===== src/rtl/dma_dir_pkg.sv =====
package dma_dir_pkg;

  typedef enum logic [1:0] {
    DIR_E  = 2'd0,
    DIR_O  = 2'd1,
    DIR_NO = 2'd2
  } dirState_e;

  typedef enum logic [1:0] {
    RSP_ACK    = 2'd0,
    RSP_SHACK  = 2'd1,
    RSP_SHDATA = 2'd2,
    RSP_EXDATA = 2'd3
  } cacheRsp_e;

  // strobes from control to datapath
  typedef struct packed {
    logic capture;
    logic issueMemRd;
    logic takeCache;
    logic takeMem;
    logic fwdMem;
    logic sendBuf;
    logic issueMemWr;
    logic fullLine;
    logic sendAck;
    logic flagErr;
  } dpCtl_t;

endpackage


===== src/rtl/dma_dir_table.sv =====
module dma_dir_table
  import dma_dir_pkg::*;
#(
  parameter int NUM_LINES = 4,
  parameter int IDX_W = $clog2(NUM_LINES)
) (
  input  logic             clk,
  input  logic             rstN,
  input  logic [IDX_W-1:0] rdLine,
  output dirState_e        rdState,
  input  logic             engWrEn,
  input  logic [IDX_W-1:0] engWrLine,
  input  dirState_e        engWrState,
  input  logic             grantEn,
  input  logic [IDX_W-1:0] grantLine,
  input  logic [1:0]       grantState
);

  dirState_e lineSt [NUM_LINES];

  always_ff @(posedge clk) begin
    for (int i = 0; i < NUM_LINES; i++) begin
      if (!rstN) begin
        lineSt[i] <= DIR_E;
      end else if (engWrEn && engWrLine == IDX_W'(i)) begin
        lineSt[i] <= engWrState;
      end else if (grantEn && grantLine == IDX_W'(i) && grantState != 2'd3) begin
        lineSt[i] <= dirState_e'(grantState);
      end
    end
  end

  assign rdState = lineSt[rdLine];

endmodule


===== src/rtl/dma_dir_ctrl.sv =====
module dma_dir_ctrl
  import dma_dir_pkg::*;
#(
  parameter int NUM_CACHES = 3,
  parameter int CNT_W = $clog2(NUM_CACHES + 1)
) (
  input  logic       clk,
  input  logic       rstN,
  input  logic       dmaReqValid,
  input  logic       dmaReqWrite,
  input  dirState_e  reqLineState,
  input  logic       cacheRspValid,
  input  logic [1:0] cacheRspKind,
  input  logic       memRdValid,
  input  logic       memWrAck,
  output logic       dmaReqReady,
  output logic       busy,
  output dpCtl_t     ctl,
  output logic       tblWrEn,
  output dirState_e  tblWrState
);

  typedef enum logic [1:0] {C_IDLE, C_READ, C_WRACK, C_WRMEM} cState_e;

  cState_e state, nState;
  logic [CNT_W-1:0] cnt, nCnt;
  logic memPend, nMemPend;
  logic dirty, nDirty;
  logic sharer, nSharer;
  logic ownerRd, nOwnerRd;
  logic noRd, nNoRd;

  logic rspTake, rspData, rspShared;

  assign rspTake   = cacheRspValid && (state == C_READ || state == C_WRACK) && cnt != '0;
  assign rspData   = cacheRspKind[1];
  assign rspShared = (cacheRspKind == RSP_SHACK) || (cacheRspKind == RSP_SHDATA);

  always_comb begin
    ctl        = '0;
    nState     = state;
    nCnt       = cnt;
    nMemPend   = memPend;
    nDirty     = dirty;
    nSharer    = sharer;
    nOwnerRd   = ownerRd;
    nNoRd      = noRd;
    tblWrEn    = 1'b0;
    tblWrState = DIR_E;

    case (state)
      C_IDLE: begin
        if (dmaReqValid) begin
          ctl.capture    = 1'b1;
          ctl.issueMemRd = !dmaReqWrite && reqLineState != DIR_NO;
          nCnt           = CNT_W'(NUM_CACHES);
          nMemPend       = !dmaReqWrite && reqLineState != DIR_NO;
          nDirty         = 1'b0;
          nSharer        = 1'b0;
          nOwnerRd       = !dmaReqWrite && reqLineState == DIR_O;
          nNoRd          = !dmaReqWrite && reqLineState == DIR_NO;
          nState         = dmaReqWrite ? C_WRACK : C_READ;
        end
      end
      C_READ: begin
        if (cnt == '0 && !memPend) begin
          ctl.sendBuf = !ownerRd;
          ctl.flagErr = noRd && !sharer && !dirty;
          tblWrEn     = 1'b1;
          tblWrState  = (ownerRd || sharer) ? DIR_O : DIR_E;
          nState      = C_IDLE;
        end else if (memPend && memRdValid) begin
          nMemPend    = 1'b0;
          ctl.takeMem = !dirty && !(rspTake && rspData);
          ctl.fwdMem  = ownerRd;
        end
      end
      C_WRACK: begin
        if (cnt == '0) begin
          ctl.issueMemWr = 1'b1;
          ctl.fullLine   = dirty;
          nState         = C_WRMEM;
        end
      end
      C_WRMEM: begin
        if (memWrAck) begin
          ctl.sendAck = 1'b1;
          tblWrEn     = 1'b1;
          tblWrState  = DIR_E;
          nState      = C_IDLE;
        end
      end
      default: nState = C_IDLE;
    endcase

    // every cache response counts once, whatever ack count it carries
    if (rspTake) begin
      nCnt = cnt - CNT_W'(1);
      if (rspData) begin
        ctl.takeCache = 1'b1;
        nDirty        = 1'b1;
      end
      if (rspShared) nSharer = 1'b1;
    end
  end

  always_ff @(posedge clk) begin
    if (!rstN) begin
      state   <= C_IDLE;
      cnt     <= '0;
      memPend <= 1'b0;
      dirty   <= 1'b0;
      sharer  <= 1'b0;
      ownerRd <= 1'b0;
      noRd    <= 1'b0;
    end else begin
      state   <= nState;
      cnt     <= nCnt;
      memPend <= nMemPend;
      dirty   <= nDirty;
      sharer  <= nSharer;
      ownerRd <= nOwnerRd;
      noRd    <= nNoRd;
    end
  end

  assign dmaReqReady = (state == C_IDLE);
  assign busy        = (state != C_IDLE);

endmodule


===== src/rtl/dma_dir_dpath.sv =====
module dma_dir_dpath
  import dma_dir_pkg::*;
#(
  parameter int LINE_BYTES = 8,
  parameter int IDX_W = 2,
  parameter int OFS_W = $clog2(LINE_BYTES),
  parameter int LEN_W = OFS_W + 1,
  parameter int DATA_W = 8 * LINE_BYTES
) (
  input  logic                  clk,
  input  logic                  rstN,
  input  dpCtl_t                ctl,
  input  logic                  dmaReqWrite,
  input  logic [IDX_W-1:0]      dmaReqLine,
  input  logic [OFS_W-1:0]      dmaReqOffset,
  input  logic [LEN_W-1:0]      dmaReqLen,
  input  logic [DATA_W-1:0]     dmaReqData,
  input  logic [DATA_W-1:0]     cacheRspData,
  input  logic [DATA_W-1:0]     memRdData,
  output logic [IDX_W-1:0]      activeLine,
  output logic                  probeValid,
  output logic                  probeExcl,
  output logic [IDX_W-1:0]      probeLine,
  output logic                  memReqValid,
  output logic                  memReqWrite,
  output logic [IDX_W-1:0]      memReqLine,
  output logic [DATA_W-1:0]     memWrData,
  output logic [LINE_BYTES-1:0] memWrMask,
  output logic                  dmaRspValid,
  output logic                  dmaRspIsData,
  output logic [DATA_W-1:0]     dmaRspData,
  output logic                  protoErr
);

  localparam int SUM_W = LEN_W + 1;

  logic [IDX_W-1:0]      tLine;
  logic [OFS_W-1:0]      tOfs;
  logic [LEN_W-1:0]      tLen;
  logic [DATA_W-1:0]     tData;
  logic [DATA_W-1:0]     lineBuf;
  logic [LINE_BYTES-1:0] dmaMask;
  logic [DATA_W-1:0]     mergedLine;
  logic [SUM_W-1:0]      winStart;
  logic [SUM_W-1:0]      winEnd;

  assign winStart = SUM_W'(tOfs);
  assign winEnd   = SUM_W'(tOfs) + SUM_W'(tLen);

  for (genvar b = 0; b < LINE_BYTES; b++) begin : g_byte
    assign dmaMask[b] = (SUM_W'(b) >= winStart) && (SUM_W'(b) < winEnd);
    assign mergedLine[8*b +: 8] = dmaMask[b] ? tData[8*b +: 8] : lineBuf[8*b +: 8];
  end

  always_ff @(posedge clk) begin
    if (!rstN) begin
      tLine        <= '0;
      tOfs         <= '0;
      tLen         <= '0;
      tData        <= '0;
      lineBuf      <= '0;
      probeValid   <= 1'b0;
      probeExcl    <= 1'b0;
      probeLine    <= '0;
      memReqValid  <= 1'b0;
      memReqWrite  <= 1'b0;
      memReqLine   <= '0;
      memWrData    <= '0;
      memWrMask    <= '0;
      dmaRspValid  <= 1'b0;
      dmaRspIsData <= 1'b0;
      dmaRspData   <= '0;
      protoErr     <= 1'b0;
    end else begin
      probeValid  <= 1'b0;
      memReqValid <= 1'b0;
      dmaRspValid <= 1'b0;
      protoErr    <= 1'b0;

      if (ctl.capture) begin
        tLine      <= dmaReqLine;
        tOfs       <= dmaReqOffset;
        tLen       <= dmaReqLen;
        tData      <= dmaReqData;
        lineBuf    <= '0;
        probeValid <= 1'b1;
        probeExcl  <= dmaReqWrite;
        probeLine  <= dmaReqLine;
      end
      if (ctl.issueMemRd) begin
        memReqValid <= 1'b1;
        memReqWrite <= 1'b0;
        memReqLine  <= dmaReqLine;
      end
      if (ctl.takeCache) begin
        lineBuf <= cacheRspData;
      end else if (ctl.takeMem) begin
        lineBuf <= memRdData;
      end
      if (ctl.fwdMem) begin
        dmaRspValid  <= 1'b1;
        dmaRspIsData <= 1'b1;
        dmaRspData   <= memRdData;
      end
      if (ctl.sendBuf) begin
        dmaRspValid  <= 1'b1;
        dmaRspIsData <= 1'b1;
        dmaRspData   <= lineBuf;
      end
      if (ctl.flagErr) protoErr <= 1'b1;
      if (ctl.issueMemWr) begin
        memReqValid <= 1'b1;
        memReqWrite <= 1'b1;
        memReqLine  <= tLine;
        memWrData   <= mergedLine;
        memWrMask   <= ctl.fullLine ? '1 : dmaMask;
      end
      if (ctl.sendAck) begin
        dmaRspValid  <= 1'b1;
        dmaRspIsData <= 1'b0;
      end
    end
  end

  assign activeLine = tLine;

endmodule


===== src/rtl/dma_dir_engine.sv =====
module dma_dir_engine
  import dma_dir_pkg::*;
#(
  parameter int NUM_LINES  = 4,
  parameter int LINE_BYTES = 8,
  parameter int NUM_CACHES = 3,
  localparam int IDX_W  = $clog2(NUM_LINES),
  localparam int OFS_W  = $clog2(LINE_BYTES),
  localparam int LEN_W  = OFS_W + 1,
  localparam int DATA_W = 8 * LINE_BYTES
) (
  input  logic                  clk,
  input  logic                  rstN,
  input  logic                  dmaReqValid,
  output logic                  dmaReqReady,
  input  logic                  dmaReqWrite,
  input  logic [IDX_W-1:0]      dmaReqLine,
  input  logic [OFS_W-1:0]      dmaReqOffset,
  input  logic [LEN_W-1:0]      dmaReqLen,
  input  logic [DATA_W-1:0]     dmaReqData,
  output logic                  dmaRspValid,
  output logic                  dmaRspIsData,
  output logic [DATA_W-1:0]     dmaRspData,
  output logic                  probeValid,
  output logic                  probeExcl,
  output logic [IDX_W-1:0]      probeLine,
  input  logic                  cacheRspValid,
  input  logic [1:0]            cacheRspKind,
  input  logic [DATA_W-1:0]     cacheRspData,
  output logic                  memReqValid,
  output logic                  memReqWrite,
  output logic [IDX_W-1:0]      memReqLine,
  output logic [DATA_W-1:0]     memWrData,
  output logic [LINE_BYTES-1:0] memWrMask,
  input  logic                  memRdValid,
  input  logic [DATA_W-1:0]     memRdData,
  input  logic                  memWrAck,
  input  logic [IDX_W-1:0]      cpuReqLine,
  output logic                  cpuStall,
  input  logic                  cpuGrantValid,
  input  logic [1:0]            cpuGrantState,
  output logic                  protoErr
);

  dpCtl_t           ctl;
  dirState_e        reqLineState;
  dirState_e        tblWrState;
  logic             tblWrEn;
  logic             busy;
  logic [IDX_W-1:0] activeLine;

  assign cpuStall = (busy && cpuReqLine == activeLine) ||
                    (!busy && dmaReqValid && cpuReqLine == dmaReqLine);

  dma_dir_table #(.NUM_LINES(NUM_LINES), .IDX_W(IDX_W)) u_table (
    .clk        (clk),
    .rstN       (rstN),
    .rdLine     (dmaReqLine),
    .rdState    (reqLineState),
    .engWrEn    (tblWrEn),
    .engWrLine  (activeLine),
    .engWrState (tblWrState),
    .grantEn    (cpuGrantValid && !cpuStall),
    .grantLine  (cpuReqLine),
    .grantState (cpuGrantState)
  );

  dma_dir_ctrl #(.NUM_CACHES(NUM_CACHES)) u_ctrl (
    .clk           (clk),
    .rstN          (rstN),
    .dmaReqValid   (dmaReqValid),
    .dmaReqWrite   (dmaReqWrite),
    .reqLineState  (reqLineState),
    .cacheRspValid (cacheRspValid),
    .cacheRspKind  (cacheRspKind),
    .memRdValid    (memRdValid),
    .memWrAck      (memWrAck),
    .dmaReqReady   (dmaReqReady),
    .busy          (busy),
    .ctl           (ctl),
    .tblWrEn       (tblWrEn),
    .tblWrState    (tblWrState)
  );

  dma_dir_dpath #(.LINE_BYTES(LINE_BYTES), .IDX_W(IDX_W)) u_dpath (
    .clk          (clk),
    .rstN         (rstN),
    .ctl          (ctl),
    .dmaReqWrite  (dmaReqWrite),
    .dmaReqLine   (dmaReqLine),
    .dmaReqOffset (dmaReqOffset),
    .dmaReqLen    (dmaReqLen),
    .dmaReqData   (dmaReqData),
    .cacheRspData (cacheRspData),
    .memRdData    (memRdData),
    .activeLine   (activeLine),
    .probeValid   (probeValid),
    .probeExcl    (probeExcl),
    .probeLine    (probeLine),
    .memReqValid  (memReqValid),
    .memReqWrite  (memReqWrite),
    .memReqLine   (memReqLine),
    .memWrData    (memWrData),
    .memWrMask    (memWrMask),
    .dmaRspValid  (dmaRspValid),
    .dmaRspIsData (dmaRspIsData),
    .dmaRspData   (dmaRspData),
    .protoErr     (protoErr)
  );

endmodule


===== config.mk =====
export PLATFORM = sky130hd
export DESIGN_NAME = dma_dir_engine
export DESIGN_NICKNAME = d
export VERILOG_FILES = /design/src/rtl/dma_dir_pkg.sv /design/src/rtl/dma_dir_table.sv /design/src/rtl/dma_dir_ctrl.sv /design/src/rtl/dma_dir_dpath.sv /design/src/rtl/dma_dir_engine.sv
export SDC_FILE = /design/constraint.sdc
export NUM_CORES = 1
export LEC_CHECK = 0
export BUFFER_PORTS_ARGS = -buffer_cell sky130_fd_sc_hd__buf_2
export CAP_MARGIN = 0
export CORE_MARGIN = 2
export CORE_UTILIZATION = 52
export DETAILED_ROUTE_END_ITERATION = 6
export HOLD_SLACK_MARGIN = 0.12
export PLACE_DENSITY_LB_ADDON = 0.3
export SLEW_MARGIN = 10
export SYNTH_ARGS = -nofsm -noshare
export SYNTH_HDL_FRONTEND = slang
export SYNTH_SLANG_ARGS = --single-unit

===== constraint.sdc =====
create_clock -name clk -period 3.1 [get_ports clk]
set_input_delay 0.31 -clock clk [delete_from_list [all_inputs] [get_ports clk]]
set_output_delay 0.31 -clock clk [all_outputs]
set_load 0.005 [all_outputs]

==> flow_summary.ini <==
[timing]
drv_slew = 0
timing.final.ws_setup_ns = 0.253
hold_viol = 0
skew_ns = 0.0131
rsz0062_at_grt = no
tns_ns = 0
min_period_ns = 2.85
relSlewSlack_pct = 44.6
setup_viol = 0
worst_pin_slew_ns = 0.831
finalCritPeriodShare_pct = 91.8
fmax_ghz = 0.351

[placement]
pre_cts_ws_ns = 0.512
io_buffer_count = 363
placedCellCount = 2100
gp_congestion = 0.866
detailed_place_hpwl_mm = 27.1

[floorplan]
die_w_um = 160
initial_core_util_pct = 53.3
ioPinCount = 364
coreArea_mm2 = 0.0236
dieArea_mm2 = 0.0255
rows = 56
die_h_um = 160

[worst_hold_path]
hold_path_class = input pin to flip-flop

[finish]
layout.nets = 2242
area_growth_syn_to_layout_pct = 39.5
num-fill-cells = 1648
fin_util_pct = 74.3
fin_cells = 2356
drive_gt1_share_pct = 21.9

[global_routing]
grt_pass1_vias = 14008
grt_max_degree = 146
track_usage_pct = 35.3
antenna_found_initial = 2
grt_pass1_wl_mm = 73.6
grt-ovfl-total = 0

[status]
status = complete, no violations

[power]
power_leakage_uw = 0.00754
powerDensity_mw_per_mm2 = 745
switching_share_pct = 34.4
ir_worst_vdd_uv = 493
p_comb_share_pct = 31.4
internal-power_uw = 8580
p_clk_share_pct = 27.4
netSwitchingPower_uw = 4500
power_frac_seq_pct = 41.1

[routing]
routed_via_density = 6.00
vias = 14133
first_pass_iters = 6
drt-total-wl_mm = 47.2
drt_iter0_markers = 1603
drtAntennaViolNets = 0
drc = 0
wl_per_cell_um = 20.0

[yosys]
ys_seq_area_share_pct = 48.2
yosysUniqueCellTypes = 46
synth_ff_type = dfxtp_1
ys.warnings.count = 0
async_flop_share_pct = 0
syn_area_mm2 = 0.0126
syn_area_per_cell_um2 = 8.21
synth_top_area_cell = dfxtp_1
synthTopCellsByArea = dfxtp_1 46%, nand2_1 10%, a311oi_1 8.7%
synth_top_area_share_pct = 46.3
synth-seq-cells = 299
syn_nets = 1757
synth-edff-count = 8
synth_cells = 1532
synth_most_common_cell = nand2_1
synth_commonest_cells = 346 x nand2_1, 291 x dfxtp_1, 160 x a21oi_1

[clock_tree]
path_clk_slew_ns = 0.06
cts_root_buf = clkbuf_16
clk_path_buf_depth = 3
cts_sinks = 299
htreeDepth = 1
cts_made_buffers = 31
cts-resized-gates = 0
clock_latency_ns = 0.55
tritoncts = yes

[setup_path]
critPathLaunchType = flip-flop
r2r_slack_ns = 0.25
crit_fanout = 73
worstPathRequired_ns = 3.58
critPathKind = flip-flop to flip-flop
arrival_ns = 3.33
end_kind = flip-flop

[job]
max-cap-violations = 0
==> metrics by stage <==
| step | cell area [um^2] | hold slack, ns | total power [uW] |
|---|---|---|---|
| finish | 17600 | 0.163 | 13100 |
| global route | 17600 | 0.176 | 13700 |
| CTS | 17600 | 0.124 | 12900 |
| detailed placement | 14600 | 0.429 | 9070 |
| global placement | 14600 | 0.428 | 8970 |
| floorplan | 12600 | 0.415 | 7540 |
==> final cells by class <==
cell class	instances	area [um^2]	share of cell area, %
well taps	319	399	2.27
repair buffers	592	4130	23.5
clock buffers	47	876	4.99
flip-flops and latches	299	6070	34.6
clock inverters	5	75.1	0.428
multi-input cells	1081	5950	33.9
diodes	1	2.50	0.0143
inverters	12	50.0	0.285
==> what timing repair did <==
action / in CTS / in global routing
endpoints found under the hold margin: 203 / 0
setup buffers: 0 / 0
hold buffers: 203 / 0
==> cell families (layout without fill, tap and decap cells) <==
| kind of cell | Yosys count | after routing | share of synthesized area (%) |
|---|---|---|---|
| compound gates | 391 | 391 | 20.2 |
| buf+inv | 152 | 656 | 4.85 |
| other cells | 0 | 1 | 0 |
| simple gates | 605 | 605 | 19.6 |
| xor+xnor | 6 | 6 | 0.418 |
| mux | 69 | 69 | 5.72 |
| flops | 299 | 299 | 48.2 |
| fa+ha+maj | 10 | 10 | 1.05 |
==> state kept, by name (all words and copies together), names as in the netlist, 2 cells and up <==
register	count
u_dpath.dmaRspData	64
u_dpath.lineBuf	64
u_dpath.memWrData	64
u_dpath.tData	64
u_dpath.memWrMask	8
u_table.lineSt	8
u_dpath.tLen	4
u_dpath.tOfs	3
u_ctrl.cnt	2
u_ctrl.state	2
u_dpath.memReqLine	2
u_dpath.probeLine	2
==> power by group through the flow <==
stage | Sequential (uW) | Combinational [uW] | Clock (uW)
finish | 5380 | 4110 | 3590
detailed placement | 5390 | 3680 | 0
global route | 5460 | 4450 | 3760
CTS | 5330 | 3960 | 3610
global placement | 5370 | 3600 | 0
floorplan | 5300 | 2240 | 0
==> worst max-delay path, stage by stage, from the launching register on <==
cell           delay [ns]
dfxtp_1              0.40
inv_1                0.11
ha_1                 0.29
nand2_1              0.07
nor2_1               0.12
nand2_4              0.11
buf_4                0.59
nor2_1               0.12
a311oi_1             0.31
dlygate4sd3_1        0.63
==> path summary, 6_finish.rpt <==
| kind | depth (start not counted) | end | from |
|---|---|---|---|
| setup reg to reg | 9 | u_dpath.lineBuf[60]$_SDFFE_PN0P_ | u_ctrl.state[0]$_SDFFE_PN0P_ |
| hold / removal | 4 | u_ctrl.sharer$_SDFF_PN0_ | cacheRspKind[0] |
| setup / recovery | 9 | u_dpath.lineBuf[60]$_SDFFE_PN0P_ | u_ctrl.state[0]$_SDFFE_PN0P_ |
| hold reg to reg | 2 | u_dpath.dmaRspData[42]$_SDFFE_PN0P_ | u_dpath.dmaRspData[42]$_SDFFE_PN0P_ |
==> cells in the final DEF (no fill, tap or decap), types with 2 or more instances in the layout <==
cell type,Yosys,routed
nand2_1,346,344
nand3_1,75,74
or2_2,2,2
a211o_1,2,2
o32ai_1,4,4
o311ai_1,3,3
nand3b_1,5,5
bufinv_16,0,2
xor2_1,6,6
dfxtp_1,291,291
a21o_1,2,2
inv_1,12,11
clkbuf_16,0,31
clkinv_2,0,3
ha_1,9,9
a22oi_1,7,7
a21oi_1,160,160
mux2i_1,67,67
o21ai_0,76,76
clkbuf_8,0,4
edfxtp_1,8,8
dlygate4sd3_1,0,203
nor3_1,12,12
buf_2,26,363
clkbuf_1,102,12
buf_4,2,19
buf_12,0,7
a311oi_1,125,125
nand2b_1,4,4
nand2_4,0,2
a211oi_1,3,3
nor2_4,0,2
nor2_1,148,147
nor2b_1,4,4
==> per-layer routing <==
metal | global-route usage (%) | share of wire (%) | routed length, um
met1 | 41.8 | 36 | 17200
met2 | 58.1 | 46 | 21800
met3 | 8.54 | 11 | 5090
met4 | 21.4 | 6.6 | 3130
met5 | 0 | 0.019 | 9
Power figures use the tool's default switching activity.
